`src/rtl/bes_pkg.sv`:
```
package bes_pkg;

  // Width of one master's slice of the status word.
  localparam int FIELD_W   = 5;
  // Bit offsets inside a slice.
  localparam int CODE_LSB  = 0;
  localparam int RW_BIT    = 2;
  localparam int FLOCK_BIT = 3;
  localparam int ALOCK_BIT = 4;

  typedef enum logic [1:0] {
    ERR_NONE    = 2'b00,
    ERR_TIMEOUT = 2'b01,
    ERR_SLAVE   = 2'b10,
    ERR_RSVD    = 2'b11
  } err_code_e;

  // Packed MSB first, so the struct maps bit for bit onto a slice.
  typedef struct packed {
    logic      alock;
    logic      flock;
    logic      rw;
    err_code_e code;
  } mst_field_t;

  function automatic err_code_e code_of(input logic slave_err);
    return slave_err ? ERR_SLAVE : ERR_TIMEOUT;
  endfunction

endpackage

```
`src/rtl/bes_field.sv`:
```
// One master's status slice: error code, R/W, field lock, address lock.
module bes_field
  import bes_pkg::*;
(
  input  logic       clk,
  input  logic       rst_n,
  input  logic       err_valid,
  input  logic       err_slave,
  input  logic       err_write,
  input  logic       clr_flock,
  input  logic       clr_alock,
  input  logic       set_alock,
  output mst_field_t fld
);

  // The lock as held at the start of the cycle decides capture, so an
  // error racing a clear is dropped.
  always_ff @(posedge clk or negedge rst_n) begin
    if (!rst_n) begin
      fld <= '0;
    end else begin
      if (err_valid && !fld.flock) begin
        fld.code  <= code_of(err_slave);
        fld.rw    <= err_write;
        fld.flock <= 1'b1;
      end else if (clr_flock) begin
        fld.code  <= ERR_NONE;
        fld.rw    <= 1'b0;
        fld.flock <= 1'b0;
      end

      // set_alock only rises when no lock is held, so it never meets a clear
      if (set_alock) begin
        fld.alock <= 1'b1;
      end else if (clr_alock) begin
        fld.alock <= 1'b0;
      end
    end
  end

endmodule

```
`src/rtl/bes_addr_cap.sv`:
```
// Shared error address register with a fixed lowest-index priority.
module bes_addr_cap #(
  parameter int N_MASTERS = 4,
  parameter int AW        = 32
) (
  input  logic                    clk,
  input  logic                    rst_n,
  input  logic [N_MASTERS-1:0]    err_valid,
  input  logic [N_MASTERS*AW-1:0] err_addr,
  input  logic                    alock_any,
  output logic [N_MASTERS-1:0]    set_alock,
  output logic [AW-1:0]           addr_q
);

  logic [N_MASTERS:0]   taken;
  logic [N_MASTERS-1:0] grant;
  logic [AW-1:0]        addr_mux;
  logic                 load;

  assign taken[0] = 1'b0;

  // Priority chain: a master wins only if no lower index is reporting.
  for (genvar i = 0; i < N_MASTERS; i++) begin : g_prio
    assign grant[i]   = err_valid[i] & ~taken[i];
    assign taken[i+1] = taken[i] | err_valid[i];
  end

  // grant is one-hot or zero, so an AND-OR mux is enough.
  always_comb begin
    addr_mux = '0;
    for (int i = 0; i < N_MASTERS; i++) begin
      addr_mux = addr_mux | (err_addr[i*AW +: AW] & {AW{grant[i]}});
    end
  end

  assign load      = ~alock_any & taken[N_MASTERS];
  assign set_alock = load ? grant : '0;

  always_ff @(posedge clk or negedge rst_n) begin
    if (!rst_n) begin
      addr_q <= '0;
    end else if (load) begin
      addr_q <= addr_mux;
    end
  end

endmodule

```
`src/rtl/bes_regif.sv`:
```
// Register port: write-one-to-clear decode and read mux.
module bes_regif
  import bes_pkg::*;
#(
  parameter int N_MASTERS = 4,
  parameter int AW        = 32,
  parameter int DW        = 32
) (
  input  logic                 reg_wr,
  input  logic                 reg_sel,
  input  logic [DW-1:0]        reg_wdata,
  input  logic [DW-1:0]        status_word,
  input  logic [AW-1:0]        addr_q,
  output logic [N_MASTERS-1:0] clr_flock,
  output logic [N_MASTERS-1:0] clr_alock,
  output logic [DW-1:0]        reg_rdata
);

  logic          wr_status;
  logic [DW-1:0] addr_ext;

  // Address register is read-only; only status writes decode.
  assign wr_status = reg_wr & ~reg_sel;

  for (genvar m = 0; m < N_MASTERS; m++) begin : g_clr
    localparam int BASE = m * FIELD_W;
    assign clr_flock[m] = wr_status & reg_wdata[BASE + FLOCK_BIT];
    assign clr_alock[m] = wr_status & reg_wdata[BASE + ALOCK_BIT];
  end

  always_comb begin
    addr_ext         = '0;
    addr_ext[AW-1:0] = addr_q;
  end

  assign reg_rdata = reg_sel ? addr_ext : status_word;

endmodule

```
`src/rtl/bus_err_capture.sv`:
```
// Bus error status capture: top level.
module bus_err_capture
  import bes_pkg::*;
#(
  parameter int N_MASTERS = 4,
  parameter int AW        = 32,
  parameter int DW        = 32
) (
  input  logic                    clk,
  input  logic                    rst_n,
  input  logic [N_MASTERS-1:0]    err_valid,
  input  logic [N_MASTERS-1:0]    err_slave,
  input  logic [N_MASTERS-1:0]    err_write,
  input  logic [N_MASTERS*AW-1:0] err_addr,
  input  logic                    reg_wr,
  input  logic                    reg_sel,
  input  logic [DW-1:0]           reg_wdata,
  output logic [DW-1:0]           reg_rdata
);

  localparam int USED_W = N_MASTERS * FIELD_W;

  mst_field_t [N_MASTERS-1:0] fld;
  logic [N_MASTERS-1:0]       clr_flock;
  logic [N_MASTERS-1:0]       clr_alock;
  logic [N_MASTERS-1:0]       set_alock;
  logic [N_MASTERS-1:0]       alock_vec;
  logic [AW-1:0]              addr_q;
  logic [DW-1:0]              status_word;

  for (genvar m = 0; m < N_MASTERS; m++) begin : g_mst
    bes_field u_field (
      .clk       (clk),
      .rst_n     (rst_n),
      .err_valid (err_valid[m]),
      .err_slave (err_slave[m]),
      .err_write (err_write[m]),
      .clr_flock (clr_flock[m]),
      .clr_alock (clr_alock[m]),
      .set_alock (set_alock[m]),
      .fld       (fld[m])
    );
    assign alock_vec[m] = fld[m].alock;
  end

  // Reserved upper bits read zero.
  always_comb begin
    status_word             = '0;
    status_word[USED_W-1:0] = fld;
  end

  bes_addr_cap #(
    .N_MASTERS (N_MASTERS),
    .AW        (AW)
  ) u_addr (
    .clk       (clk),
    .rst_n     (rst_n),
    .err_valid (err_valid),
    .err_addr  (err_addr),
    .alock_any (|alock_vec),
    .set_alock (set_alock),
    .addr_q    (addr_q)
  );

  bes_regif #(
    .N_MASTERS (N_MASTERS),
    .AW        (AW),
    .DW        (DW)
  ) u_regif (
    .reg_wr      (reg_wr),
    .reg_sel     (reg_sel),
    .reg_wdata   (reg_wdata),
    .status_word (status_word),
    .addr_q      (addr_q),
    .clr_flock   (clr_flock),
    .clr_alock   (clr_alock),
    .reg_rdata   (reg_rdata)
  );

endmodule

```
`config.mk`:
```
export PLATFORM = sky130hd
export DESIGN_NAME = bus_err_capture
export DESIGN_NICKNAME = d
export VERILOG_FILES = /design/src/rtl/bes_pkg.sv /design/src/rtl/bes_field.sv /design/src/rtl/bes_addr_cap.sv /design/src/rtl/bes_regif.sv /design/src/rtl/bus_err_capture.sv
export SDC_FILE = /design/constraint.sdc
export NUM_CORES = 1
export LEC_CHECK = 0
export ABC_AREA = 1
export BUFFER_PORTS_ARGS = -buffer_cell sky130_fd_sc_hd__buf_2
export CAP_MARGIN = 20
export CORE_ASPECT_RATIO = 1.4
export CORE_MARGIN = 2
export CORE_UTILIZATION = 35
export CTS_CLUSTER_DIAMETER = 40
export CTS_CLUSTER_SIZE = 25
export DETAILED_ROUTE_END_ITERATION = 6
export PLACE_DENSITY_LB_ADDON = 0.12
export SLEW_MARGIN = 30
export SYNTH_ARGS = -nofsm -noshare
export SYNTH_HDL_FRONTEND = slang
export SYNTH_SLANG_ARGS = --single-unit
```
`constraint.sdc`:
```
create_clock -name clk -period 1.9 [get_ports clk]
set_input_delay 0.19 -clock clk [delete_from_list [all_inputs] [get_ports clk]]
set_output_delay 0.19 -clock clk [all_outputs]
set_load 0.01 [all_outputs]
```
After elaboration in Yosys (flattened, before gate mapping)
Index checks and enable logic that the tools add are counted.
W data, S select, Z words.
{ "word_totals": {"reg_bits": 52, "inputBits": 176, "output_inout_bits": 32} }
{ "op_classes": {"mux": 22, "bitwise": 28, "reduce_logical": 17} }
{ "op_table": {"columns": ["operator", "n"], "rows": [
  ["$and A32 B32 Y32", 4],
  ["$or A32 B32 Y32", 3],
  ["$mux W4", 9],
  ["$mux W32", 1],
  ["$reduce_bool A2 Y1", 8],
  ["$and A1 B1 Y1", 13],
  ["$mux W1", 8],
  ["$mux W2", 4],
  ["$not A1 Y1", 5],
  ["$logic_and A1 B1 Y1", 4],
  ["$logic_not A1 Y1", 4],
  ["$reduce_or A4 Y1", 1],
  ["$or A1 B1 Y1", 3]
]} }

Longest topological paths before layout
Gate-level depths: netlist of the first run.
{ "depth": {"word_depth": 6, "depth_mapped": 9} }

By module
A second synthesis of the first run with hierarchy kept.
{ "hier_totals": {"hier_cells": 616, "area_unflattened_um2": 3834.9} }
{ "modules_own_cells": {"columns": ["mod", "n_inst", "cells_per_inst", "area_per_inst_um2"], "rows": [
  ["bes_addr_cap", 1, 399, 2454.9],
  ["bes_field", 4, 23, 206.4],
  ["bes_regif", 1, 121, 539.3],
  ["bus_err_capture", 1, 4, 15.0]
]} }

Least setup slack after synthesis of the first run
No wires, ideal clock.
{ "synth_path": {"path_type": "reg2reg", "startpoint": "register g_mst[0].u_field.fld[4] (netlist name)", "endpoint": "register u_addr.addr_q[0]", "arrival_ps": 1086, "required_ps": 1835, "slack_ps": 750, "path_stages_with_launch": 9, "cell_sequence": "dfrtp_1 > inv_1 > nand3_1 > nor2_1 > nand2_4 > inv_2 > buf_6 > nand2_1 > nand2_1"} }
{ "synth_via": {"elab_chain_len": 3} }
{ "synth_rtl": {"columns": ["item", "line_no", "text"], "rows": [
  ["$reduce_or A4 Y1", "bus_err_capture.sv:60", ".alock_any (|alock_vec),"],
  ["$not A1 Y1", "bes_addr_cap.sv:36", "assign load = ~alock_any & taken[N_MASTERS];"],
  ["$and A1 B1 Y1", "bes_addr_cap.sv:36", null],
  ["to (signal assigned)", "bes_addr_cap.sv:43", "addr_q <= addr_mux;"],
  ["to (decl)", "bes_addr_cap.sv:12", "output logic [AW-1:0] addr_q"]
]} }
Every way passes these cells.
A chain may end at the register's enable or synchronous reset.

Final worst setup path of the first run
{ "layout_path": {"startpoint": "register g_mst[0].u_field.fld[4] (netlist name)", "endpoint": "register u_addr.addr_q[26]"} }
{ "layout_via": {"elab_chain_len": 3} }
{ "layout_rtl": {"columns": ["item", "line_no"], "rows": [
  ["$reduce_or A4 Y1", "bus_err_capture.sv:60"],
  ["$not A1 Y1", "bes_addr_cap.sv:36"],
  ["$and A1 B1 Y1", "bes_addr_cap.sv:36"]
]} }
Every way passes these cells.

==> results of run 1 <==
Yosys cell counts (all sizes together):
cell,n
nand2,214
nand3,107
inv,67
dfrtp,52
o21ai,34
nand4,32
buf,30
clkbuf,11
o22ai,4
nor2,3
mux2,1
nand3b,1
logic make-up after synthesis:
group	count (synthesis)	synth area share, %
flops	52	36.05
buf+inv	108	14.07
compound gates	38	5.407
simple gates	357	44.16
mux	1	0.3119
registers in the layout (all words and copies together), names as in the netlist:
register	flops
u_addr.addr_q	32
g_mst.u_field.fld	20
worst max-delay path: cells and delay by family, from the launching register on:
kind | cells | cell delay [ps]
buf+inv | 2 | 500
flops | 1 | 380
simple gates | 5 | 580
cell type report:
type,count,area [um2]
clock buffers,8,146.4
repair buffers,195,1033
flip-flops and latches,52,1301
multi-input cells,396,1800
well taps,135,168.9
fillers,1102,5251
inverters,67,251.5
metal layers:
metal,vias up,wire length (um),global-route usage (%)
met4,0,165,5.962
met1,1825,5072,27.62
met5,-,0,0
met3,10,802,3.327
li1,2109,-,-
met2,165,5383,35.94
timing repair:
| item | 4_1_cts | 5_1_grt |
|---|---|---|
| gates resized for setup | 0 | 0 |
| endpoints found under the hold margin | 16 | 0 |
| hold buffers | 1 | 0 |
metrics by stage:
step                cell area, um2  setup slack, ps  cells  hold WS, ps  total power [mW]
floorplan                     3610            749.5    556       -105.6             3.279
global placement              4546            383.0    844        150.0             3.939
detailed placement            4546            370.7    844        149.1             3.983
CTS                           4702            354.6    853        107.6             4.910
global route                  4702            157.2    853        104.2             5.329
finish                        4702            388.0    853        115.4             4.853
power breakdown:
group / internal [mW] / switching (mW)
registers: 1.62 / 0.227
logic: 0.771 / 1.33
clock network: 0.526 / 0.384
how the worst max path moves through the flow:
stage                                   end                    start  depth (start not counted)
floorplan                  u_addr.addr_q[0]  g_mst[0].u_field.fld[4]                          8
CTS                       u_addr.addr_q[21]  g_mst[1].u_field.fld[4]                          7
finish                    u_addr.addr_q[26]  g_mst[0].u_field.fld[4]                          7
global route              u_addr.addr_q[26]  g_mst[1].u_field.fld[4]                          7
detailed placement        u_addr.addr_q[21]  g_mst[1].u_field.fld[4]                          7
global placement    g_mst[0].u_field.fld[4]             err_valid[0]                          6
==> out/qor.yml, run 1 <==
run_status: "complete, no violations"
crit_slowest_cell: "inv_2"
io_buffer_count: 183
clock_latency_ps: 290
hold_path_class: "input pin to register"
die_h_um: 124.2
tritoncts: "yes"
grt_antenna_before_repair: 0
antenna_left: 0
maxCapViolCount: 0
powerDensity_nw_per_um2: 1032
min_from: "err_slave[0]"
finalMaxSlewViolations: 0
drt-initial-drc-count: 186
r2r_cells: 7
core_um2: 9953
dr.pass1.iters: 4
post-dp-hpwl_mm: 8.556
wl_per_cell_um: 13.39
setup_tns_ps: 0
max_stage_delay_ps: 430
utilization_pct: 47.24
regToRegSetupSlack_ps: 390
r2r_start: "g_mst[0].u_field.fld[4]"
area_growth_pct: 30.26
die_w_um: 89.83
diodes: 0
grt_pass1_wl_mm: 18.96
clk_pin_slew_ps: 60
gp_congestion: 0.7918
final.setup_skew_ps: 3.728
vdd_drop_max_mv: 0.4090
post-route-min-period_ps: 1512
critical_path_arrival_ps: 1740
grt_max_degree: 51
cts_max_level: 2
worst_pin_slew_ps: 575.7
grt_use_total_pct: 20.94
cp.required_ps: 2130
clock-sinks: 52
mappedNetlistNets: 732
post-route-drc-count: 0
synth_area_um2: 3610
cts_buffer_depth: 2
cpMostUsedCell: "nand2_1"
post_cts_buffers: 0
syn_area_per_cell_um2: 6.492
fmax_mhz: 661.4
reg2reg_to: "u_addr.addr_q[26]"
hold_end: "g_mst[0].u_field.fld[0]"
syn-instance-count: 556
layout_common_cells: "213 x nand2_1, 183 x buf_2, 107 x nand3_1, 64 x inv_1, 52 x dfrtp_1"
finalSetupViolCount: 0
critPathKind: "register to register"
drive_above_1_share_pct: 28.83
leakage_nw: 2.776
numCtsBuffers: 5
period_share_pct: 79.58
startpoint_type: "register"
synth-seq-cells: 52
path_max_fanout: 32
ys_top_cells_by_area: "dfrtp_1 36%, nand2_1 22%, nand3_1 15%"
via_per_inst: 4.817
die-area_um2: 11150
grt_pass1_vias: 4013
ys_warn_count: 0
hold_path_depth: 2
io_pins: 208
drt_wl_total_mm: 11.42
seq_area_frac_synth_pct: 36.05
fin_nets: 893
synth_top_cell_by_area: "dfrtp_1"
cp_cell_sequence: "inv_1, nand3_1, nor2_1, nand2_4, inv_2, nand2_1, nand2_1"
synth_top_cell_area_share_pct: 36.05
hold_viol: 0
grt_overflow_total: 0
layout_commonest_cell: "nand2_1"
vias: 4109
yosysUniqueCellTypes: 19
end_kind: "register"
std_cell_rows: 43
cts-root-buf: "clkbuf_16"
start_util_pct: 36.27
relSlewSlack_pct: 61.56
grt_setup_unrepaired: "no"
(Power assumes the default switching activity.)
==> run 2, diff against run 1 <==
Clock period 1.9 ns to 1.25 ns, I/O delays scaled along.
==> run 2 against run 1 <==
- register-to-register slack worse by 370 ps
- sequential power is 52% higher
- sequential share of layout area shrank 1.8 points
- via count rose by 2.4%
- combinational power rose by 95%
==> out/qor.yml, run 2 (same netlist as run 1, synthesis figures left out) <==
worst_pin_slew_ps: 289.3
post-dp-hpwl_mm: 8.898
cpMostUsedCell: "nand2_4"
antenna_left: 0
cts_max_level: 2
grt_antenna_before_repair: 0
finalMaxSlewViolations: 0
io_pins: 208
grt_pass1_wl_mm: 18.66
largest_reg_flops: 32
min_from: "err_slave[0]"
r2r_start: "g_mst[2].u_field.fld[4]"
area_growth_pct: 39.34
via_per_inst: 4.826
reg_top3: "u_addr.addr_q x32, g_mst.u_field.fld x20"
regToRegSetupSlack_ps: 20
period_share_pct: 98.43
layout_commonest_cell: "nand2_1"
die_h_um: 124.2
fillers: 1046
core_um2: 9953
startpoint_type: "register"
clock_latency_ps: 290
tritoncts: "yes"
die-area_um2: 11150
cp.required_ps: 1480
top_register: "u_addr.addr_q"
diodes: 0
drt-initial-drc-count: 172
clk_pin_slew_ps: 60
wl_per_cell_um: 13.50
relSlewSlack_pct: 80.71
cts_buffer_depth: 2
path_buf_inv: 3
start_util_pct: 36.27
fmax_mhz: 812.8
numCtsBuffers: 5
reg2reg_to: "u_addr.addr_q[24]"
setup_tns_ps: 0
critPathTopFamily: "simple AND/OR/NAND/NOR gates"
holdWs_ps: 48.14
critPathKind: "register to register"
leakage_nw: 2.938
fin_ws_ps: 19.68
final.setup_skew_ps: 4.076
end_kind: "register"
startpoint: "g_mst[2].u_field.fld[4]"
grt_use_total_pct: 20.43
drt_wl_total_mm: 11.77
powerDensity_nw_per_um2: 1647
io_buffer_count: 183
post-route-min-period_ps: 1230
setup.worst_path.end: "u_addr.addr_q[24]"
finalSetupViolCount: 0
crit_slowest_cell: "dfrtp_1"
vias: 4208
path_max_fanout: 6
fin_nets: 912
die_w_um: 89.83
maxCapViolCount: 0
path_depth: 8
drive_above_1_share_pct: 33.65
grt_max_degree: 53
utilization_pct: 50.53
dr.pass1.iters: 4
std_cell_rows: 43
layout_common_cells: "196 x nand2_1, 183 x buf_2, 106 x nand3_1, 61 x inv_1, 52 x dfrtp_1"
r2r_cells: 8
critical_path_arrival_ps: 1460
cp_cell_sequence: "inv_2, nand3_2, nor2_4, nand2_4, inv_8, clkbuf_16, nand2_4, nand2_2"
run_status: "complete, no violations"
hold_path_class: "input pin to register"
grt_pass1_vias: 4008
grt_overflow_total: 0
vdd_drop_max_mv: 0.6328
grt_setup_unrepaired: "yes"
max_stage_delay_ps: 390
gp_congestion: 0.7790
post-route-drc-count: 0
post-place-ws_ps: -20.19
hold_viol: 0
clock-sinks: 52
cts-root-buf: "clkbuf_16"
-- run 2: cell types whose count changed in the layout (fill, tap and decap cells not counted), moves of 2 or more --
cell       before  now
nand2_1       213  196
nand2_2         0   14
buf_4           9   17
buf_12          2    6
buf_6           0    4
inv_1          64   61
nand2_4         1    4
clkbuf_16       5    7
inv_2           3    5
-- run 2: cell type report --
cell class	instances	area [um2]	share of cell area, %
clock buffer	8	146.4	2.910
inverter	67	259.0	5.149
multi-input combinational	396	1871	37.19
sequential	52	1301	25.87
tap	135	168.9	3.358
timing repair buffer	214	1284	25.52
-- run 2: metrics by stage --
step | instance area [um2] | power (mW) | instances
floorplan | 3610 | 4.984 | 556
global placement | 4701 | 6.229 | 858
detailed placement | 4701 | 6.288 | 858
CTS | 4860 | 7.703 | 867
global route | 5030 | 8.973 | 872
finish | 5030 | 8.283 | 872
-- run 2: power breakdown --
group	switching, mW	internal (mW)	leakage (nW)	total [mW]
logic	2.35	1.75	2.21	4.10
clock network	0.577	0.800	0.0712	1.38
registers	0.347	2.46	0.653	2.81
total	3.27	5.01	2.94	8.28
-- run 2: how the worst min path moves through the flow --
stage	slack (ps)	to	cells past startpoint
after global routing	40	g_mst[1].u_field.fld[0]	2
final	50	g_mst[0].u_field.fld[0]	2
after global placement	140	g_mst[1].u_field.fld[2]	2
after floorplan	-170	g_mst[0].u_field.fld[0]	0
after detailed placement	140	g_mst[1].u_field.fld[2]	2
after CTS	50	g_mst[1].u_field.fld[0]	2
-- run 2: timing repair --
item | 4_1_cts | 5_1_grt
hold buffers | 1 | 0
gates cloned | 0 | 3
pin swaps | 0 | 20
hold endpoints to repair | 52 | 0
setup endpoints to repair | 33 | 36
buffers inserted | 0 | 2
resized for setup | 1 | 34
-- run 2: metal layers --
| layer | vias to the layer above | track usage [%] | routed length (um) |
|---|---|---|---|
| li1 | 2147 | - | - |
| met1 | 1875 | 25.96 | 5065 |
| met2 | 177 | 35.98 | 5807 |
| met3 | 9 | 3.448 | 773 |
| met4 | 0 | 6.058 | 126 |
| met5 | - | 0 | 0 |
==> run 3, diff against run 2 <==
Settings changed: ABC_AREA 1 to 0.
==> run 3 against run 2 <==
- the run now ends with negative setup slack left
- die area down 4.0%
- synthesized cell count down 32%
- sequential cell count unchanged
- final area down 1.9%
- register-to-register slack worse by 150 ps
- non-clock buffer count up 1
- critical path depth down 4
- worst hold slack worse by 8.2 ps
- maximum frequency down 11%
- sequential share of layout area up 0.49 points
- total power up 4.5%
- sequential power up 4%
- critical path type unchanged
==> out/qor.yml, run 3 <==
run_status: "complete, but fails checks"
violations: "negative setup slack"
die-area_um2: 10710
post-dp-hpwl_mm: 8.406
powerDensity_nw_per_um2: 1754
synth-seq-cells: 52
p_sw_share_pct: 35.71
drt-initial-drc-count: 128
grt_use_total_pct: 21.23
utilization_pct: 51.61
io_pins: 208
critical_path_arrival_ps: 1550
seq_area_frac_synth_pct: 37.61
leakage_nw: 2.198
ys_warn_count: 0
ys_top_cells_by_area: "dfrtp_1 38%, a31oi_2 11%, a21oi_1 9.3%"
intPower_mw: 5.565
top_register: "u_addr.addr_q"
clk_pin_slew_ps: 70
vias: 3539
grt_antenna_before_repair: 2
hold_path_class: "input pin to register"
fillers: 982
antenna_left: 0
die_h_um: 121.6
max_stage_delay_ps: 410
clock-sinks: 52
hold_viol: 0
path_buf_inv: 1
io_buffer_count: 183
end_kind: "register"
cp_cell_sequence: "nor4_4, and2_4, buf_12, a31oi_2"
synth_top_cell_area_share_pct: 37.61
period_share_pct: 110.3
startpoint_type: "register"
async_flop_share_pct: 100.0
mappedNetlistNets: 555
vdd_drop_max_mv: 0.6078
critPathTopFamily: "simple AND/OR/NAND/NOR gates"
std_cell_rows: 42
drive_above_1_share_pct: 47.88
cts_max_level: 2
maxCapViolCount: 0
syn-instance-count: 379
grt_setup_unrepaired: "yes"
grt_pass1_vias: 3725
grt_pass1_wl_mm: 17.68
tritoncts: "yes"
fin_ws_ps: -128.3
gp_congestion: 0.7846
worst_pin_slew_ps: 383.9
cp.required_ps: 1420
via_per_inst: 5.063
yosysUniqueCellTypes: 24
clock_latency_ps: 290
fin_nets: 741
numCtsBuffers: 5
start_util_pct: 36.17
synth-main-ff-cell: "dfrtp_1"
syn_area_per_cell_um2: 9.128
die_w_um: 88.03
power.net_switching_mw: 3.091
relSlewSlack_pct: 74.41
path_max_fanout: 14
reg_top3: "u_addr.addr_q x32, g_mst.u_field.fld x20"
crit_slowest_cell: "dfrtp_1"
layout_common_cells: "179 x buf_2, 64 x a21oi_1, 52 x nand2_1, 52 x dfrtp_1"
power.share.sequential_pct: 33.8
holdWs_ps: 39.93
post-place-ws_ps: -199.0
synth_edf_count: 0
grt_max_degree: 56
drt_wl_total_mm: 10.90
comb_power_share_pct: 48.1
synthTopCellsByCount: "64 x a21oi_1, 52 x dfrtp_1, 52 x nand2_1, 32 x nand3b_1, 32 x o2bb2ai_1"
finalSetupViolCount: 39
post-route-drc-count: 0
cts-root-buf: "clkbuf_16"
cts_buffer_depth: 2
fmax_mhz: 725.6
final.setup_skew_ps: 2.588
grt_overflow_total: 0
critPathKind: "register to register"
wl_per_cell_um: 15.60
synth_area_um2: 3460
area_growth_pct: 42.68
synth_top_cell_by_area: "dfrtp_1"
layout_commonest_cell: "buf_2"
p_clk_share_pct: 18.2
dr.pass1.iters: 4
largest_reg_flops: 32
yosysMostFrequentCell: "a21oi_1"
core_um2: 9564
finalMaxSlewViolations: 0
post-route-min-period_ps: 1378
run 3: cell types whose count changed after synthesis, sizes merged, moves of 19 or more:
cell,delta
a21oi,+64
a31oi,+32
buf,-19
inv,-54
nand2,-162
nand3,-107
nand3b,+31
nand4,-32
o21ai,-26
o2bb2ai,+32
run 3: final timing paths:
check,startpoint,to,slack (ps),cells after the start
worst min-delay path,err_slave[1],g_mst[1].u_field.fld[0],40,2
worst max-delay path,g_mst[3].u_field.fld[4],u_addr.addr_q[30],-130,4
worst min register to register,g_mst[2].u_field.fld[2],g_mst[2].u_field.fld[2],520,2
worst max register to register,g_mst[3].u_field.fld[4],u_addr.addr_q[30],-130,4
min in group asynchronous,rst_n,g_mst[1].u_field.fld[0],360,3
max in group asynchronous,rst_n,u_addr.addr_q[22],650,3
run 3: power groups by stage:
stage	clock network [mW]	registers (mW)	logic, mW
2_1_floorplan	0	2.80	2.80
3_3_place_gp	0	2.94	3.91
3_5_place_dp	0	2.95	4.00
4_1_cts	1.61	2.93	4.19
5_1_grt	1.65	3.02	4.61
6_report	1.57	2.92	4.16
run 3: worst register-to-register path: stages, from the launching register on:
cell and delay (ps):
dfrtp_1 410, nor4_4 350, and2_4 240, buf_12 160
a31oi_2 100
run 3: logic make-up after synthesis:
family,count (synthesis),synth area share (%)
buf+inv,49,6.257
simple gates,110,17.94
mux,16,5.208
compound gates,152,32.98
flops,52,37.61
run 3: repair_timing:
action,CTS,global route
endpoints found under the hold margin,52,0
pin swaps,0,0
endpoints found under the setup margin,39,40
gates resized for setup,11,1
hold buffers,1,0
buffers inserted,1,0
run 3: cell type report:
| type | count | area (um2) | area share, % |
|---|---|---|---|
| Tap cell | 132 | 165.2 | 3.346 |
| Multi-Input combinational cell | 278 | 1964 | 39.80 |
| Timing Repair Buffer | 215 | 1286 | 26.06 |
| Clock inverter | 3 | 42.54 | 0.8619 |
| Antenna cell | 1 | 2.502 | 0.05070 |
| Sequential cell | 52 | 1301 | 26.36 |
| Inverter | 13 | 48.80 | 0.9886 |
| Clock buffer | 5 | 125.1 | 2.535 |
run 3: metal layers:
metal	vias up	track usage, %	wire (um)
met3	14	5.217	722
met2	131	36.93	5461
met4	2	5.019	149
met5	-	0	7
met1	1630	26.27	4560
li1	1762	-	-
run 3: stage by stage:
step / std cells / area [um2] / TNS, ps / total power, mW
floorplan: 379 / 3472 / -7620 / 5.596
global placement: 688 / 4696 / -5290 / 6.848
detailed placement: 688 / 4696 / -5895 / 6.947
CTS: 698 / 4930 / -4905 / 8.731
global route: 699 / 4936 / -7663 / 9.286
finish: 699 / 4936 / -4047 / 8.656
